`src/rtl/cpwm_pkg.sv`:
```
package cpwm_pkg;

    // bit positions inside the update mode input
    localparam int SEL_PEAK   = 0;
    localparam int SEL_TROUGH = 1;
    localparam int MODE_W     = 2;

    // per-cycle view of the carrier handed to each phase
    typedef struct packed {
        logic run;   // active peak nonzero
        logic up;    // rising
        logic tb;    // hold window in progress
        logic xfer;  // promote hidden -> live this cycle
    } turn_t;

    typedef struct packed {
        logic pol_n;
        logic pol_p;
    } pol_t;

    function automatic logic promote(input logic [MODE_W-1:0] mode,
                                     input logic pk_evt,
                                     input logic tr_evt);
        return (pk_evt && mode[SEL_PEAK]) || (tr_evt && mode[SEL_TROUGH]);
    endfunction

endpackage

```
`src/rtl/cpwm_regs.sv`:
```
module cpwm_regs
    import cpwm_pkg::*;
#(
    parameter int CNT_W = 16,
    parameter int NPH   = 3,
    parameter int AW    = 3
) (
    input  logic                      clk,
    input  logic                      rst,
    input  logic                      wr_en,
    input  logic [AW-1:0]             wr_addr,
    input  logic [CNT_W-1:0]          wr_data,
    input  logic [AW-1:0]             rd_addr,
    output logic [CNT_W-1:0]          rd_data,
    output logic [NPH-1:0][CNT_W-1:0] stage,
    output logic [CNT_W-1:0]          peak_stage,
    output logic [CNT_W-1:0]          win_len,
    output pol_t                      pol
);
    localparam int A_PEAK = NPH;
    localparam int A_POL  = NPH + 1;
    localparam int A_WIN  = NPH + 2;

    always_ff @(posedge clk) begin
        if (rst) begin
            stage      <= '0;
            peak_stage <= '0;
            win_len    <= '0;
            pol        <= '0;
        end else if (wr_en) begin
            for (int i = 0; i < NPH; i++) begin
                if (wr_addr == AW'(i)) stage[i] <= wr_data;
            end
            if (wr_addr == AW'(A_PEAK)) peak_stage <= wr_data;
            if (wr_addr == AW'(A_POL))  pol        <= pol_t'(wr_data[1:0]);
            if (wr_addr == AW'(A_WIN))  win_len    <= wr_data;
        end
    end

    always_comb begin
        rd_data = '0;
        for (int i = 0; i < NPH; i++) begin
            if (rd_addr == AW'(i)) rd_data = stage[i];
        end
        if (rd_addr == AW'(A_PEAK)) rd_data = peak_stage;
        if (rd_addr == AW'(A_POL))  rd_data = CNT_W'(pol);
        if (rd_addr == AW'(A_WIN))  rd_data = win_len;
    end
endmodule

```
`src/rtl/cpwm_carrier.sv`:
```
module cpwm_carrier
    import cpwm_pkg::*;
#(
    parameter int CNT_W = 16
) (
    input  logic              clk,
    input  logic              rst,
    input  logic [CNT_W-1:0]  peak_stage,
    input  logic [CNT_W-1:0]  win_len,
    input  logic [MODE_W-1:0] mode,
    output logic [CNT_W-1:0]  cnt,
    output logic [CNT_W-1:0]  peak_act,
    output turn_t             turn
);
    logic             up;
    logic             run;
    logic             pk_evt;
    logic             tr_evt;
    logic [CNT_W-1:0] to_peak;
    logic             near_pk;
    logic             near_tr;

    always_comb begin
        run     = (peak_act != '0);
        pk_evt  = run && up && (cnt == peak_act);
        tr_evt  = run && !up && (cnt == '0);
        to_peak = peak_act - cnt;
        near_pk = up && mode[SEL_PEAK] && (to_peak < win_len);
        near_tr = !up && mode[SEL_TROUGH] && (cnt < win_len);
        turn.run  = run;
        turn.up   = up;
        turn.tb   = run && (near_pk || near_tr);
        turn.xfer = promote(mode, pk_evt, tr_evt);
    end

    always_ff @(posedge clk) begin
        if (rst) begin
            cnt      <= '0;
            up       <= 1'b1;
            peak_act <= '0;
        end else if (!run) begin
            cnt      <= '0;
            up       <= 1'b1;
            peak_act <= peak_stage;
        end else if (pk_evt) begin
            cnt <= cnt - 1'b1;
            up  <= 1'b0;
        end else if (tr_evt) begin
            cnt      <= cnt + 1'b1;
            up       <= 1'b1;
            peak_act <= peak_stage;
        end else if (up) begin
            cnt <= cnt + 1'b1;
        end else begin
            cnt <= cnt - 1'b1;
        end
    end
endmodule

```
`src/rtl/cpwm_phase.sv`:
```
module cpwm_phase
    import cpwm_pkg::*;
#(
    parameter int CNT_W = 16
) (
    input  logic             clk,
    input  logic             rst,
    input  logic [CNT_W-1:0] stage,
    input  logic [CNT_W-1:0] cnt,
    input  turn_t            turn,
    output logic [CNT_W-1:0] hold,
    output logic [CNT_W-1:0] live,
    output logic             p_on,
    output logic             n_on
);
    logic [CNT_W-1:0] thr;
    logic             hit;

    always_comb begin
        thr = turn.tb ? hold : live;
        hit = turn.run && (cnt == thr);
    end

    always_ff @(posedge clk) begin
        if (rst) begin
            hold <= '0;
            live <= '0;
            p_on <= 1'b0;
            n_on <= 1'b0;
        end else begin
            if (!turn.tb)  hold <= stage;
            if (turn.xfer) live <= hold;
            if (hit) begin
                p_on <= turn.up;
                n_on <= !turn.up;
            end
        end
    end
endmodule

```
`src/rtl/cpwm_unit.sv`:
```
module cpwm_unit
    import cpwm_pkg::*;
#(
    parameter int CNT_W = 16,
    parameter int NPH   = 3,
    parameter int AW    = 3
) (
    input  logic              clk,
    input  logic              rst,
    input  logic              wr_en,
    input  logic [AW-1:0]     wr_addr,
    input  logic [CNT_W-1:0]  wr_data,
    input  logic [AW-1:0]     rd_addr,
    output logic [CNT_W-1:0]  rd_data,
    input  logic [MODE_W-1:0] upd_mode,
    output logic [CNT_W-1:0]  cnt,
    output logic              cnt_up,
    output logic [NPH-1:0]    pwm_p,
    output logic [NPH-1:0]    pwm_n
);
    logic [NPH-1:0][CNT_W-1:0] stage;
    logic [NPH-1:0][CNT_W-1:0] hold_all;
    logic [NPH-1:0][CNT_W-1:0] live_all;
    logic [CNT_W-1:0]          peak_stage;
    logic [CNT_W-1:0]          peak_act;
    logic [CNT_W-1:0]          win_len;
    logic [NPH-1:0]            p_on;
    logic [NPH-1:0]            n_on;
    logic                      in_win;
    pol_t                      pol;
    turn_t                     turn;

    cpwm_regs #(.CNT_W(CNT_W), .NPH(NPH), .AW(AW)) u_regs (
        .clk        (clk),
        .rst        (rst),
        .wr_en      (wr_en),
        .wr_addr    (wr_addr),
        .wr_data    (wr_data),
        .rd_addr    (rd_addr),
        .rd_data    (rd_data),
        .stage      (stage),
        .peak_stage (peak_stage),
        .win_len    (win_len),
        .pol        (pol)
    );

    cpwm_carrier #(.CNT_W(CNT_W)) u_carrier (
        .clk        (clk),
        .rst        (rst),
        .peak_stage (peak_stage),
        .win_len    (win_len),
        .mode       (upd_mode),
        .cnt        (cnt),
        .peak_act   (peak_act),
        .turn       (turn)
    );

    for (genvar g = 0; g < NPH; g++) begin : g_phase
        cpwm_phase #(.CNT_W(CNT_W)) u_phase (
            .clk   (clk),
            .rst   (rst),
            .stage (stage[g]),
            .cnt   (cnt),
            .turn  (turn),
            .hold  (hold_all[g]),
            .live  (live_all[g]),
            .p_on  (p_on[g]),
            .n_on  (n_on[g])
        );
        assign pwm_p[g] = p_on[g] ^ pol.pol_p;
        assign pwm_n[g] = n_on[g] ^ pol.pol_n;
    end

    assign cnt_up = turn.up;
    assign in_win = turn.tb;
endmodule

```
`config.mk`:
```
export PLATFORM = sky130hd
export DESIGN_NAME = cpwm_unit
export DESIGN_NICKNAME = d
export VERILOG_FILES = /design/src/rtl/cpwm_pkg.sv /design/src/rtl/cpwm_regs.sv /design/src/rtl/cpwm_carrier.sv /design/src/rtl/cpwm_phase.sv /design/src/rtl/cpwm_unit.sv
export SDC_FILE = /design/constraint.sdc
export NUM_CORES = 1
export LEC_CHECK = 0
export ABC_AREA = 1
export BUFFER_PORTS_ARGS = -buffer_cell sky130_fd_sc_hd__buf_2
export CAP_MARGIN = 5
export CORE_MARGIN = 2
export CORE_UTILIZATION = 65
export DETAILED_ROUTE_END_ITERATION = 10
export PLACE_DENSITY = 0.9
export SETUP_SLACK_MARGIN = 0.3
export SLEW_MARGIN = 20
export SYNTH_ARGS = -nofsm -noshare
export SYNTH_HDL_FRONTEND = slang
export SYNTH_SLANG_ARGS = --single-unit
```
`constraint.sdc`:
```
create_clock -name clk -period 8.2 [get_ports clk]
set_clock_uncertainty 0.15 [all_clocks]
set_input_delay 0.41 -clock clk [delete_from_list [all_inputs] [get_ports clk]]
set_output_delay 0.41 -clock clk [all_outputs]
set_load 0.1 [all_outputs]
```
; Word level (Yosys, flattened, before mapping)
; Cells that the tools add are included.
; W data, S select, Z words.
[word_totals]
romBits = 0
ff_bits = 217
n_memories = 0
mem_bits_rw = 0
latchBits = 0
wordCells = 97
output_inout_bits = 39
input_bits = 27
[classes]
order_cmp = 2
n_shift = 0
add_sub_neg = 3
multipliers = 0
bitwise = 7
div = 0
n_eq_ne = 16
mux = 17
n_reduce_logical = 30
[op_table]
columns = op, count
row1 = $mux W16, 15
row2 = $eq A16 B16 Y1, 4
row3 = $lt A16 B16 Y1, 2
row4 = $add A16 B1 Y16 const B, 1
row5 = $logic_not A16 Y1, 1
row6 = $reduce_bool A16 Y1, 1
row7 = $sub A16 B1 Y16 const B, 1
row8 = $sub A16 B16 Y16, 1
row9 = $logic_and A1 B1 Y1, 14
row10 = $reduce_and A2 Y1, 7
row11 = $eq A3 B2 Y1 const B, 4
row12 = $eq A3 B3 Y1 const B, 4
row13 = $eq A3 B1 Y1 const B, 2
row14 = $logic_not A3 Y1, 2
row15 = $xor A1 B1 Y1, 6
row16 = $ne A2 B2 Y1 const B, 2
row17 = $logic_or A1 B1 Y1, 2
row18 = $mux W1, 2
row19 = $reduce_bool A2 Y1, 1
row20 = $reduce_or A2 Y1, 1
row21 = $logic_not A1 Y1, 1
row22 = $not A1 Y1, 1

; Longest topological paths before layout
; Gate-level depths: netlist of run 1.
[logic_depth]
depth_word = 8
ltp_mapped = 36
depth_no_buf = 34

; By module
; A second synthesis of run 1 with hierarchy kept.
[unflattened]
hier_cells = 1892
area_unflattened_um2 = 12157.9
[modules_own_cells]
columns = module, seq_area_each_um2, n_inst, cells_each, area_each_um2
row1 = cpwm_phase, 680.7, 3, 250, 1624.1
row2 = cpwm_carrier, 660.6, 1, 600, 3698.5
row3 = cpwm_regs, 1641.6, 1, 516, 3489.6
row4 = cpwm_unit, 0.0, 1, 26, 97.6

; Worst setup path before layout of run 1
; OpenSTA, ideal clock, no wires.
[synth_timing]
kind = register -> register
start = register u_carrier.cnt[1]
end = register g_phase[0].u_phase.n_on
slack_ns = 2.816
required_time_ns = 7.938
synth_period_minus_slack_ns = 5.384
n_path_buf = 1
setup_ns = 0.112
t_arrival_ns = 5.123
path_stages_with_launch = 31
cell_sequence = dfxtp_1 -> clkinv_1 -> ha_1 -> nand2_1 -> o21ai_0 -> nand2_1 -> o211ai_1 -> nand2_1 -> nand2_1 -> a21oi_1 -> o31ai_1 -> nand2_1 -> nand2_1 -> a21oi_1 -> xor2_1 -> ha_1 -> a211oi_1 -> nand2_1 -> nor2_1 -> nand2_2 -> a21oi_4 -> buf_6 -> nand2_1 -> nand2_1 -> nand2_1 -> nand2_1 -> nand2_1 -> nor2_1 -> nand4_1 -> inv_1 -> nor2_2
[synth_between]
elab_chain_len = 8
word_cells_on_any_way = 10
cone_classes = 1 x add/sub / 2 x order compare / 1 x eq/ne / 1 x mux / 5 x reduce/logical
[synth_rtl]
columns = item, line
row1 = start: declaration, cpwm_carrier.sv:11  ; output logic [CNT_W-1:0] cnt,
row2 = start signal: assignment, cpwm_carrier.sv:46  ; cnt <= cnt - 1'b1;
row3 = start signal: assignment, cpwm_carrier.sv:49  ; cnt <= cnt + 1'b1;
row4 = start signal: assignment, cpwm_carrier.sv:53  ; cnt <= cnt + 1'b1;
row5 = $sub A16 B16 Y16, cpwm_carrier.sv:27  ; to_peak = peak_act - cnt;
row6 = $lt A16 B16 Y1, cpwm_carrier.sv:28  ; near_pk = up && mode[SEL_PEAK] && (to_peak < win_len);
row7 = $logic_and A1 B1 Y1, cpwm_carrier.sv:28
row8 = $logic_or A1 B1 Y1, cpwm_carrier.sv:32  ; turn.tb = run && (near_pk || near_tr);
row9 = $logic_and A1 B1 Y1, cpwm_carrier.sv:32
row10 = $mux W16, cpwm_phase.sv:20  ; thr = turn.tb ? hold : live;
row11 = $eq A16 B16 Y1 (*), cpwm_phase.sv:21  ; hit = turn.run && (cnt == thr);
row12 = $logic_and A1 B1 Y1 (*), cpwm_phase.sv:21
row13 = end signal: assignment, cpwm_phase.sv:35  ; n_on <= !turn.up;
row14 = end: declaration, cpwm_phase.sv:14  ; output logic n_on
; Every way passes the cells marked *; elsewhere a longest branch is shown, timed or not.
; A chain may end at the register's enable or synchronous reset.

; Final worst setup path of run 1
[layout_timing]
start = register u_carrier.cnt[6]
end = register g_phase[1].u_phase.n_on
[layout_between]
elab_chain_len = 8
word_cells_on_any_way = 10
cone_classes = 1 x add/sub / 2 x order compare / 1 x eq/ne / 1 x mux / 5 x reduce/logical
[layout_rtl]
columns = item, line
row1 = $sub A16 B16 Y16, cpwm_carrier.sv:27
row2 = $lt A16 B16 Y1, cpwm_carrier.sv:28
row3 = $logic_and A1 B1 Y1, cpwm_carrier.sv:28
row4 = $logic_or A1 B1 Y1, cpwm_carrier.sv:32
row5 = $logic_and A1 B1 Y1, cpwm_carrier.sv:32
row6 = $mux W16, cpwm_phase.sv:20
row7 = $eq A16 B16 Y1 (*), cpwm_phase.sv:21
row8 = $logic_and A1 B1 Y1 (*), cpwm_phase.sv:21
row9 = end signal: assignment, cpwm_phase.sv:35
row10 = end: declaration, cpwm_phase.sv:14
; Marks and branches as above.

==> metrics.txt, run 1 <==
Post-CTS Setup Bufs=0; # Max-Cap Violations=0; sequential fraction of the synthesis area=between 30% and 40%; critical path's most frequent cell=nand2_1; minimum clock period=approximately 6.6 ns; grt total ovfl=0; Fillers=about 1,400; FF+latch count, synth=roughly 220; Crit Path Max Fanout=96; Post-Syn Area per Cell=between 6 and 7 um2; Via-to-Cell Ratio=approximately 6.2; TNS Setup=0 ns; Die W=137 um; final setup fails=0; R2R cell count=31; CTS H-tree lvls=1; # rows=between 40 and 50; Final nets=between 1,500 and 2,000; Worst Path Required=between 8 and 9 ns; Critical Path Start Type=flip-flop; DRT Wirelength=36.5 mm; WL/cell=19.0 um; Crit path depth=31; Mapped Nets=1,734; predominant post-synthesis flop cell=dfxtp_1; largest net degree at the start of global routing=around 120; fin area=roughly 13,000 um2; Fin. Hold Viols=0; Gates resized, CTS repair=0; PwrDens=400 nW/um2; top-area cell type share of the netlist area=~38%; Lkg Pwr=approximately 5.6 nW; crit path to=g_phase[1].u_phase.n_on; internal power contribution=between 2 and 3 mW; Clock Tree Buf Depth=3; fraction of registers with async set/reset=0%; Reg clk slew, reported paths=roughly 0.060 ns; Slew HR=30.4%; Initial Util=66.4%; measured slew at the worst slew-check pin=roughly 1.0 ns; first-pass GRT wire length=around 56 mm; Via Count=~12,000; unrepaired setup endpoints after global routing=false; RR Endpoint=g_phase[1].u_phase.n_on; CP Launch Point=u_carrier.cnt[6]; IO Pins=66; Synth cell types=49; GRT Total Usage=38.9%; gpl congestion=1.05; Top delay family on crit path=simple AND/OR/NAND/NOR gates; TritonCTS clock tree=done; Post-CTS Hold Buffers=0; Post-route DRC=0; CP arrival=around 7 ns; period utilization=80.3%; Max Transition Viols Final=0; most frequent cells in the layout=365 x nand2_1, 217 x dfxtp_1, 193 x a21oi_1; CTS Root Buffer Type=clkbuf_16; Post-DP HPWL=about 25 mm; register area=roughly 4300 um2; vias in the first global route=approximately 11,000; Post-synth EDFFs=0; Synth area leaders=dfxtp_1 38%, nand2_1 12%, a21oi_1 8.4%; DRT iter0 DRCs=~1,300; Post-Synthesis Cells=about 1,700; mapped cell area=11,400 um2; Cell Area, Placed=11,700 um2; CP max stage cell=nand2_4; area of the multi-input gates=about 6100 um2; Crit Reg-Reg Startpoint=u_carrier.cnt[6]; hold crit path type=in -> reg; diode count=0; Core ar.=17,200 um2; share of cells above drive strength 1=between 8 and 9%; Switch Pwr=approximately 2.5 mW; Worst Setup End Kind=flip-flop; ANT nets after route=0; CP Class=reg -> reg; Switching Fraction=49.4%; Worst path max stage delay=about 0.80 ns; CTS Sinks=217; Peak Freq=0.152 GHz; Buffers on Ports=between 60 and 70; initial antenna violation count=0; CTS buffer count=24; Buf/Inv on CP=1; cell taking the most area after synthesis=dfxtp_1; Total Die Area=about 19,000 um2; run status=completed; total iterations of the first detailed-routing run=6; Yosys warning total=0; worst vdd ir=between 0.3 and 0.4 mV; R2R setup slack=around 1.6 ns; most common cell after layout, fill and taps aside=nand2_1; P&R area growth vs syn=9.47%; clock share of power=a little over a fifth; Worst-Skew Late Latency=about 0.53 ns; Sequential Power Share=between 20% and 30%; power share of the combinational group=between 50% and 60%; die height=~140 um
-- stage by stage --
| step | utilization [%] | total power, mW | setup WS, ns | hold WS, ns | cells |
|---|---|---|---|---|---|
| global route | 72.7 | 5.30 | 1.21 | 0.0576 | 1919 |
| finish | 72.7 | 5.01 | 1.62 | 0.0327 | 1919 |
| floorplan | - | 3.40 | 2.82 | 0.274 | 1659 |
| global placement | 68.1 | 3.77 | 2.07 | 0.279 | 1877 |
| detailed placement | 68.1 | 3.85 | 1.89 | 0.287 | 1877 |
| CTS | 72.7 | 4.92 | 1.84 | 0.0322 | 1919 |
-- worst min-delay path by stage --
stage / startpoint / to / slack, ns / depth (start not counted)
2_1_floorplan: g_phase[1].u_phase.hold[11] / g_phase[1].u_phase.live[11] / 0.27 / 2
3_3_place_gp: g_phase[1].u_phase.hold[8] / g_phase[1].u_phase.live[8] / 0.28 / 2
3_5_place_dp: g_phase[1].u_phase.hold[7] / g_phase[1].u_phase.live[7] / 0.29 / 2
4_1_cts: wr_data[15] / u_regs.stage[47] / 0.03 / 3
5_1_grt: wr_data[15] / u_regs.stage[47] / 0.06 / 3
6_report: wr_data[15] / u_regs.stage[47] / 0.03 / 3
-- layout make-up --
| class | count | share of cell area, % |
|---|---|---|
| well taps | 225 | 2.25 |
| clock buffers | 32 | 5.35 |
| flip-flops and latches | 217 | 34.7 |
| multi-input cells | 1194 | 48.6 |
| clock inverters | 10 | 0.949 |
| repair buffers | 73 | 3.08 |
| inverters | 168 | 5.06 |
-- Yosys cell counts (3+ instances only) --
cell / count
nand2_1: 365
dfxtp_1: 217
a21oi_1: 193
nor2_1: 162
inv_1: 154
o21ai_0: 153
nand3_1: 120
clkbuf_1: 53
ha_1: 47
xor2_1: 32
o22ai_1: 25
a211oi_1: 16
nand4_1: 12
buf_2: 11
nor3_1: 11
clkinv_1: 9
buf_4: 7
nor4_1: 7
buf_6: 6
o21a_1: 5
xnor2_1: 5
a221oi_1: 3
a31oi_1: 3
buf_1: 3
inv_2: 3
nand2_2: 3
nor2_2: 3
-- routing by layer --
| metal | global-route usage (%) | part of all wire (%) | vias to the layer above |
|---|---|---|---|
| met5 | 0 | 0 | - |
| met4 | 22.5 | 7.1 | 0 |
| met3 | 9.15 | 13 | 180 |
| met2 | 57.3 | 41 | 848 |
| met1 | 52.1 | 38 | 5368 |
| li1 | - | - | 5549 |
-- tightest hold or removal path, stage by stage --
cell,delay (ns)
buf_2,0.13
nor2_1,0.05
nor2_1,0.08
-- registers in the layout (all words and copies together), names as in the netlist --
name                  count
g_phase.u_phase.hold     48
g_phase.u_phase.live     48
u_regs.peak_stage        16
u_carrier.peak_act       16
u_regs.win_len           16
g_phase.u_phase.p_on      3
u_carrier.up              1
u_regs.stage             48
u_carrier.cnt            16
u_regs.pol                2
g_phase.u_phase.n_on      3
-- power by group through the flow --
stage,clock network (mW),registers (mW),logic (mW)
2_1_floorplan,0,1.41,1.99
3_3_place_gp,0,1.32,2.44
3_5_place_dp,0,1.33,2.52
4_1_cts,1.08,1.30,2.54
6_report,1.08,1.32,2.61
5_1_grt,1.12,1.32,2.86
-- kinds of logic (layout without fill, tap and decap cells) --
logic type      after synthesis  after routing  share of synthesized area, %
xor+xnor                     37             37                          2.83
mux                           1              1                        0.0874
buf+inv                     248            283                          8.91
simple gates                696            696                          25.6
flops                       217            217                          37.9
fa+ha+maj                    48             48                          5.31
compound gates              412            412                          19.3
(Power assumes the default switching activity.)
==> run 2, diff against run 1 <==
--- a/config.mk
+++ b/config.mk
@@ -5,13 +5,13 @@
 export SDC_FILE = /design/constraint.sdc
 export NUM_CORES = 1
 export LEC_CHECK = 0
-export ABC_AREA = 1
+export ABC_AREA = 0
 export BUFFER_PORTS_ARGS = -buffer_cell sky130_fd_sc_hd__buf_2
 export CAP_MARGIN = 5
 export CORE_MARGIN = 2
-export CORE_UTILIZATION = 65
+export CORE_UTILIZATION = 61
 export DETAILED_ROUTE_END_ITERATION = 10
-export PLACE_DENSITY = 0.9
+export PLACE_DENSITY = 0.86
 export SETUP_SLACK_MARGIN = 0.3
 export SLEW_MARGIN = 20
 export SYNTH_ARGS = -nofsm -noshare
==> constraint.sdc (replaced) <==
create_clock -name clk -period 6.5 [get_ports clk]
set_clock_uncertainty 0.15 [all_clocks]
set_input_delay 0.325 -clock clk [delete_from_list [all_inputs] [get_ports clk]]
set_output_delay 0.325 -clock clk [all_outputs]
set_load 0.1 [all_outputs]
==> metrics.txt, run 2 <==
run status=completed (unchanged); Synth area leaders=dfxtp_1 39%, nand2_1 13%, a21oi_1 9.0% (was dfxtp_1 38%, nand2_1 12%, a21oi_1 8.4%); CP arrival=5.96 ns (was 6.90 ns); Post-DP HPWL=25.9 mm (was 25.2 mm); unrepaired setup endpoints after global routing=false (unchanged); CTS H-tree lvls=1 (unchanged); Clock Tree Buf Depth=3 (unchanged); fin area=12,600 um2 (was 12,500 um2); cell taking the most area after synthesis=dfxtp_1 (unchanged); Lkg Pwr=4.99 nW (was 5.63 nW); predominant post-synthesis flop cell=dfxtp_1 (unchanged); P&R area growth vs syn=11.9% (was 9.47%); Buffers on Ports=65 (unchanged); initial antenna violation count=0 (unchanged); CTS Sinks=217 (unchanged); Synth cell types=68 (was 49); Worst path max stage delay=0.54 ns (was 0.80 ns); Reg clk slew, reported paths=0.06 ns (about the same); CP max stage cell=or4_4 (was nand2_4); most common cell after layout, fill and taps aside=nand2_1 (unchanged); register area=4340 um2 (unchanged); TNS Setup=0 ns (unchanged); Peak Freq=0.175 GHz (was 0.152 GHz); GRT Total Usage=35.9% (was 38.9%); # rows=49 (was 48); Post-Syn Area per Cell=7.78 um2 (was 6.90 um2); Total Die Area=19,500 um2 (was 18,700 um2); mapped cell area=11,300 um2 (was 11,400 um2); minimum clock period=5.71 ns (was 6.58 ns); first-pass GRT wire length=55.5 mm (was 56.3 mm); PwrDens=286 nW/um2 (was 400 nW/um2); Yosys warning total=0 (unchanged); WL/cell=20.9 um (was 19.0 um); Top delay family on crit path=compound AO/OA/AOI/OAI gates (was simple AND/OR/NAND/NOR gates); Die W=140 um (was 137 um); Hold Path End=u_regs.pol[1] (was u_regs.stage[47]); total iterations of the first detailed-routing run=5 (was 6); CTS Root Buffer Type=clkbuf_16 (unchanged); fin util=69.9% (was 72.7%); Slew HR=39.3% (was 30.4%); ANT nets after route=0 (unchanged); Fillers=1,472 (was 1,352); Via-to-Cell Ratio=6.22 (about the same); Via Count=10,800 (was 11,900); R2R cell count=22 (was 31); Max Transition Viols Final=0 (unchanged); vias in the first global route=9,911 (was 10,600); most frequent cells in the layout=384 x nand2_1, 217 x dfxtp_1, 201 x a21oi_1 (was 365 x nand2_1, 217 x dfxtp_1, 193 x a21oi_1); top-area cell type share of the netlist area=38.6% (was 37.9%); Pwr Total=3.60 mW (was 5.01 mW); Buf/Inv on CP=2 (was 1); GR Util met2=56.0% (was 57.3%); M1 GR Usage=49.8% (was 52.1%); most common cell in the netlist=nand2_1 (unchanged); Post-synth EDFFs=0 (unchanged); fraction of registers with async set/reset=0% (unchanged); Hold Crit Start=wr_addr[2] (was wr_data[15]); Largest regs=g_phase.u_phase.hold (48), g_phase.u_phase.live (48), u_regs.stage (48) (unchanged); diode count=0 (unchanged); Worst Setup End Kind=flip-flop (unchanged); # Max-Cap Violations=0 (unchanged); most instantiated cells after synthesis=384 x nand2_1, 217 x dfxtp_1, 202 x a21oi_1 (was 365 x nand2_1, 217 x dfxtp_1, 193 x a21oi_1); Fin. Hold Viols=0 (unchanged); critical path's most frequent cell=o21ai_0 (was nand2_1); worst vdd ir=0.239 mV (was 0.383 mV); Crit Reg-Reg Startpoint=u_carrier.cnt[2] (was u_carrier.cnt[6]); Worst Path Required=6.75 ns (was 8.52 ns); final setup fails=0 (unchanged); Final nets=1,559 (was 1,753); grt total ovfl=0 (unchanged); Mapped Nets=1,521 (was 1,734); Critical Path Start Type=flip-flop (unchanged); hold-critical path depth=5 (was 3); TritonCTS clock tree=done (unchanged); Initial Util=62.4% (was 66.4%); Crit Path Max Fanout=14 (was 96); Post-route DRC=0 (unchanged); measured slew at the worst slew-check pin=0.910 ns (was 1.04 ns); DRT iter0 DRCs=1,171 (was 1,332); R2R setup slack=0.79 ns (was 1.62 ns); Core ar.=18,000 um2 (was 17,200 um2); crit-path cells=buf_4 > inv_1 > ha_1 > nor2b_1 > o21ai_0 > a21boi_0 > o21ai_0 > a21boi_0 > o21ai_0 > a21boi_0 > or4_1 > nand3_1 > ha_1 > nand2_1 > o21ai_0 > a211oi_2 > o21ai_2 > a21oi_4 > nand2_1 > a221o_1 > or4_4 > mux2i_1; met3 usage in global routing=6.50% (was 9.15%); hold crit path type=in -> reg (unchanged); area of the multi-input gates=6430 um2 (was 6100 um2); gpl congestion=0.991 (was 1.05); grt peak-use layer=met2 (unchanged); RR Endpoint=g_phase[1].u_phase.p_on (was g_phase[1].u_phase.n_on); CP Class=reg -> reg (unchanged); die height=140 um (was 137 um); Worst-Skew Late Latency=0.51 ns (was 0.53 ns); FF+latch count, synth=217 (unchanged); Cell Area, Placed=11,700 um2 (about the same); Post-Synthesis Cells=1,446 (was 1,659); CTS buffer count=23 (was 24); IO Pins=66 (unchanged); share of cells above drive strength 1=10.9% (was 8.09%); DRT Wirelength=36.0 mm (was 36.5 mm); period utilization=87.8% (was 80.3%); largest net degree at the start of global routing=119 (was 122); sequential fraction of the synthesis area=38.6% (was 37.9%)
## run 2: cell types whose count changed in the layout (fill, tap and decap cells not counted), moves of 14 or more
| cell | previous run | this run |
|---|---|---|
| o21ai_0 | 153 | 17 |
| xor2_1 | 32 | 48 |
| a22oi_1 | 0 | 14 |
| nand2_1 | 365 | 384 |
| nand3_1 | 120 | 16 |
| xnor2_1 | 5 | 41 |
| mux2_2 | 0 | 16 |
| dlygate4sd3_1 | 0 | 16 |
| nor2_1 | 160 | 65 |
| inv_1 | 154 | 39 |
| nand2b_1 | 0 | 18 |
| mux2i_1 | 1 | 48 |
## run 2: cells by family after synthesis
group | after synthesis | synth area share (%)
DFF | 217 | 38.6
adders and majority gates | 48 | 5.40
AOI/OAI and AO/OA | 327 | 17.1
and+or+nand+nor | 567 | 21.5
buffers and inverters | 134 | 4.60
muxes | 64 | 5.87
xor gates and xnor gates | 89 | 6.93
## run 2: metrics by stage
step / worst slack [ns] / std cells / hold WS (ns)
final: 0.790 / 1728 / 0.172
after global routing: 0.357 / 1728 / 0.220
after CTS: 0.898 / 1728 / 0.162
after detailed placement: 0.926 / 1672 / 0.307
after global placement: 1.07 / 1672 / 0.292
after floorplan: 0.805 / 1446 / 0.281
## run 2: worst min-delay path, stage by stage
cell and delay (ns):
buf_2 0.13, nand2b_1 0.14, nor2_1 0.08, nand2_1 0.06, a21oi_1 0.05
## run 2: power by group
part | switching, mW | total (mW) | internal [mW] | leakage, nW
logic | 0.616 | 0.938 | 0.322 | 2.89
clock network | 0.536 | 1.26 | 0.724 | 0.349
registers | 0.0378 | 1.40 | 1.36 | 1.75
total | 1.19 | 3.60 | 2.41 | 4.99
## run 2: what timing repair did
action                                 CTS  global route
resized for setup                        0             0
endpoints found under the hold margin   82             0
hold buffers                            16             0
setup buffers                            0             0
## run 2: worst max-delay path by stage
| stage | start | endpoint | slack, ns | cells after the start |
|---|---|---|---|---|
| floorplan | u_carrier.cnt[1] | g_phase[1].u_phase.p_on | 0.80 | 22 |
| global placement | u_carrier.cnt[1] | g_phase[2].u_phase.p_on | 1.07 | 22 |
| detailed placement | u_carrier.cnt[1] | g_phase[2].u_phase.n_on | 0.93 | 22 |
| CTS | u_carrier.cnt[1] | g_phase[2].u_phase.n_on | 0.90 | 22 |
| global route | u_carrier.cnt[1] | g_phase[2].u_phase.n_on | 0.36 | 22 |
| finish | u_carrier.cnt[2] | g_phase[1].u_phase.p_on | 0.79 | 22 |
## run 2: area by class of cell
class	instances	share of cell area [%]
Multi-Input combinational cell	1095	51.1
Sequential cell	217	34.5
Timing Repair Buffer	102	5.16
Clock buffer	31	5.05
Tap cell	229	2.28
Inverter	45	1.34
Clock inverter	9	0.596
## run 2: per-layer routing
metal	routed length, um	share of wire [%]	vias to the layer above
met3	3570	9.9	106
met5	0	0	-
li1	-	-	5006
met1	14800	41	5024
met4	1530	4.3	0
met2	16100	45	618
==> run 3, diff against run 2 <==
--- a/config.mk
+++ b/config.mk
@@ -8,10 +8,12 @@
 export ABC_AREA = 0
 export BUFFER_PORTS_ARGS = -buffer_cell sky130_fd_sc_hd__buf_2
 export CAP_MARGIN = 5
+export CELL_PAD_IN_SITES_DETAIL_PLACEMENT = 1
+export CELL_PAD_IN_SITES_GLOBAL_PLACEMENT = 2
 export CORE_MARGIN = 2
-export CORE_UTILIZATION = 61
+export CORE_UTILIZATION = 37
 export DETAILED_ROUTE_END_ITERATION = 10
-export PLACE_DENSITY = 0.86
+export PLACE_DENSITY = 0.87
 export SETUP_SLACK_MARGIN = 0.3
 export SLEW_MARGIN = 20
 export SYNTH_ARGS = -nofsm -noshare
==> metrics.txt, run 3 (synthesis results as in run 2) <==
Clock Tree Buf Depth=3 (unchanged); run status=completed (unchanged); vias in the first global route=10,600 (was 9,911); Slew HR=31.7% (was 39.3%); area of the multi-input gates=6430 um2 (about the same); final setup fails=0 (unchanged); crit-path cells=clkinv_1 > ha_1 > a21oi_1 > o21bai_1 > a21o_1 > o21ai_0 > a21oi_1 > o41ai_1 > xor2_1 > ha_1 > nand2_1 > nor2_1 > nand2_1 > o21ai_2 > nand2_2 > or4_1 > a221o_1 > nor4_2 > mux2i_1 (was buf_4 > inv_1 > ha_1 > nor2b_1 > o21ai_0 > a21boi_0 > o21ai_0 > a21boi_0 > o21ai_0 > a21boi_0 > or4_1 > nand3_1 > ha_1 > nand2_1 > o21ai_0 > a211oi_2 > o21ai_2 > a21oi_4 > nand2_1 > a221o_1 > or4_4 > mux2i_1); DRT Wirelength=43.4 mm (was 36.0 mm); fin util=43.2% (was 69.9%); Worst Path Required=6.81 ns (was 6.75 ns); Buffers on Ports=65 (unchanged); Via-to-Cell Ratio=5.60 (was 6.22); Worst-Skew Late Latency=0.53 ns (was 0.51 ns); # Max-Cap Violations=0 (unchanged); PwrDens=290 nW/um2 (was 286 nW/um2); diode count=0 (unchanged); CP Class=reg -> reg (unchanged); Post-CTS Setup Bufs=0 (unchanged); share of cells above drive strength 1=11.1% (was 10.9%); most common cell after layout, fill and taps aside=nand2_1 (unchanged); Crit Path Max Fanout=10 (was 14); hold crit path type=in -> reg (unchanged); minimum clock period=5.69 ns (was 5.71 ns); total iterations of the first detailed-routing run=5 (unchanged); routed wire length on met3=2.33 mm (was 3.57 mm); initial antenna violation count=0 (unchanged); Via Count=10,600 (was 10,800); DRT iter0 DRCs=697 (was 1,171); Post-route DRC=0 (unchanged); Critical Path Start Type=flip-flop (unchanged); ANT nets after route=0 (unchanged); die height=178 um (was 140 um); Lkg Pwr=5.04 nW (was 4.99 nW); grt total ovfl=0 (unchanged); Fin. Hold Viols=0 (unchanged); Max Transition Viols Final=0 (unchanged); Routed met2 length=19.4 mm (was 16.1 mm); measured slew at the worst slew-check pin=1.03 ns (was 0.910 ns); unrepaired setup endpoints after global routing=false (unchanged); Placement Setup Slack=0.726 ns (was 0.926 ns); CTS buffer count=25 (was 23); CTS H-tree lvls=1 (unchanged); final hold slack=0.0935 ns (was 0.172 ns); most frequent cells in the layout=384 x nand2_1, 217 x dfxtp_1, 201 x a21oi_1 (unchanged); IO Pins=66 (unchanged); GRT Total Usage=27.7% (was 35.9%); Post-DP HPWL=31.7 mm (was 25.9 mm); CTS Root Buffer Type=clkbuf_16 (unchanged); Worst Setup Slack, final=0.810 ns (was 0.790 ns); register area=4340 um2 (unchanged); CP arrival=6.00 ns (was 5.96 ns); CTS Sinks=217 (unchanged); Peak Freq=0.176 GHz (was 0.175 GHz); TritonCTS clock tree=done (unchanged); Total Die Area=31,800 um2 (was 19,500 um2); Worst path max stage delay=0.57 ns (was 0.54 ns); Largest regs=g_phase.u_phase.hold (48), g_phase.u_phase.live (48), u_regs.stage (48) (unchanged); Reg clk slew, reported paths=0.06 ns (about the same); Initial Util=37.8% (was 62.4%); # rows=63 (was 49); Buf/Inv on CP=1 (was 2); WL/cell=22.9 um (was 20.9 um); Die W=178 um (was 140 um); first-pass GRT wire length=66.2 mm (was 55.5 mm); Worst Setup End Kind=flip-flop (unchanged); Top delay family on crit path=compound AO/OA/AOI/OAI gates (unchanged); P&R area growth vs syn=14.5% (was 11.9%); period utilization=87.5% (was 87.8%); Final nets=1,564 (was 1,559); CP max stage cell=or4_1 (was or4_4); Fillers=3,654 (was 1,472); Core ar.=29,800 um2 (was 18,000 um2); largest net degree at the start of global routing=96 (was 119); TNS Setup=0 ns (unchanged); gpl congestion=0.908 (was 0.991); WL met1=19.9 mm (was 14.8 mm); worst vdd ir=0.178 mV (was 0.239 mV); DR top layer=met4 (unchanged)
## run 3: repair_timing
| item | 4_1_cts | 5_1_grt |
|---|---|---|
| gates resized for setup | 0 | 1 |
| endpoints found under the setup margin | 0 | 2 |
| endpoints found under the hold margin | 82 | 0 |
| hold buffers | 16 | 0 |
## run 3: worst register-to-register path, stage by stage (launching register included)
cell	delay, ns
dfxtp_1	0.54
clkinv_1	0.38
ha_1	0.50
a21oi_1	0.19
o21bai_1	0.08
a21o_1	0.23
o21ai_0	0.17
a21oi_1	0.07
o41ai_1	0.39
xor2_1	0.13
ha_1	0.32
nand2_1	0.07
nor2_1	0.17
nand2_1	0.12
o21ai_2	0.32
nand2_2	0.19
or4_1	0.57
a221o_1	0.34
nor4_2	0.47
mux2i_1	0.23
## run 3: worst paths after layout
| check | from | endpoint | slack [ns] | depth (start not counted) |
|---|---|---|---|---|
| max | u_carrier.cnt[9] | g_phase[2].u_phase.n_on | 0.81 | 19 |
| max reg2reg | u_carrier.cnt[9] | g_phase[2].u_phase.n_on | 0.81 | 19 |
| min | rst | g_phase[0].u_phase.hold[1] | 0.09 | 2 |
| min reg2reg | g_phase[2].u_phase.live[7] | g_phase[2].u_phase.live[7] | 0.31 | 2 |
## run 3: per-layer routing
layer | up-vias | track usage (%)
li1 | 5022 | -
met5 | - | 0
met1 | 5228 | 38.0
met4 | 0 | 11.1
met2 | 262 | 43.3
met3 | 90 | 4.24
## run 3: metrics by stage
| step | instance area (um2) | power, mW | instances |
|---|---|---|---|
| finish | 12900 | 3.74 | 1892 |
| floorplan | 11300 | 2.12 | 1446 |
| CTS | 12900 | 3.76 | 1892 |
| detailed placement | 11900 | 2.38 | 1836 |
| global route | 12900 | 3.90 | 1892 |
| global placement | 11900 | 2.36 | 1836 |
## run 3: cell type report
| cell class | instances | share of cell area (%) |
|---|---|---|
| Clock buffer | 37 | 5.67 |
| Clock inverter | 3 | 0.340 |
| Inverter | 45 | 1.31 |
| Multi-Input combinational cell | 1095 | 49.9 |
| Sequential cell | 217 | 33.7 |
| Tap cell | 390 | 3.79 |
| Timing Repair Buffer | 105 | 5.22 |
## run 3: where the power goes
| part | internal (mW) | leakage [nW] | total (mW) | switching, mW |
|---|---|---|---|---|
| Clock | 0.807 | 0.381 | 1.38 | 0.570 |
| Combinational | 0.321 | 2.91 | 0.966 | 0.645 |
| Sequential | 1.36 | 1.75 | 1.40 | 0.0360 |
| Total | 2.49 | 5.04 | 3.74 | 1.25 |
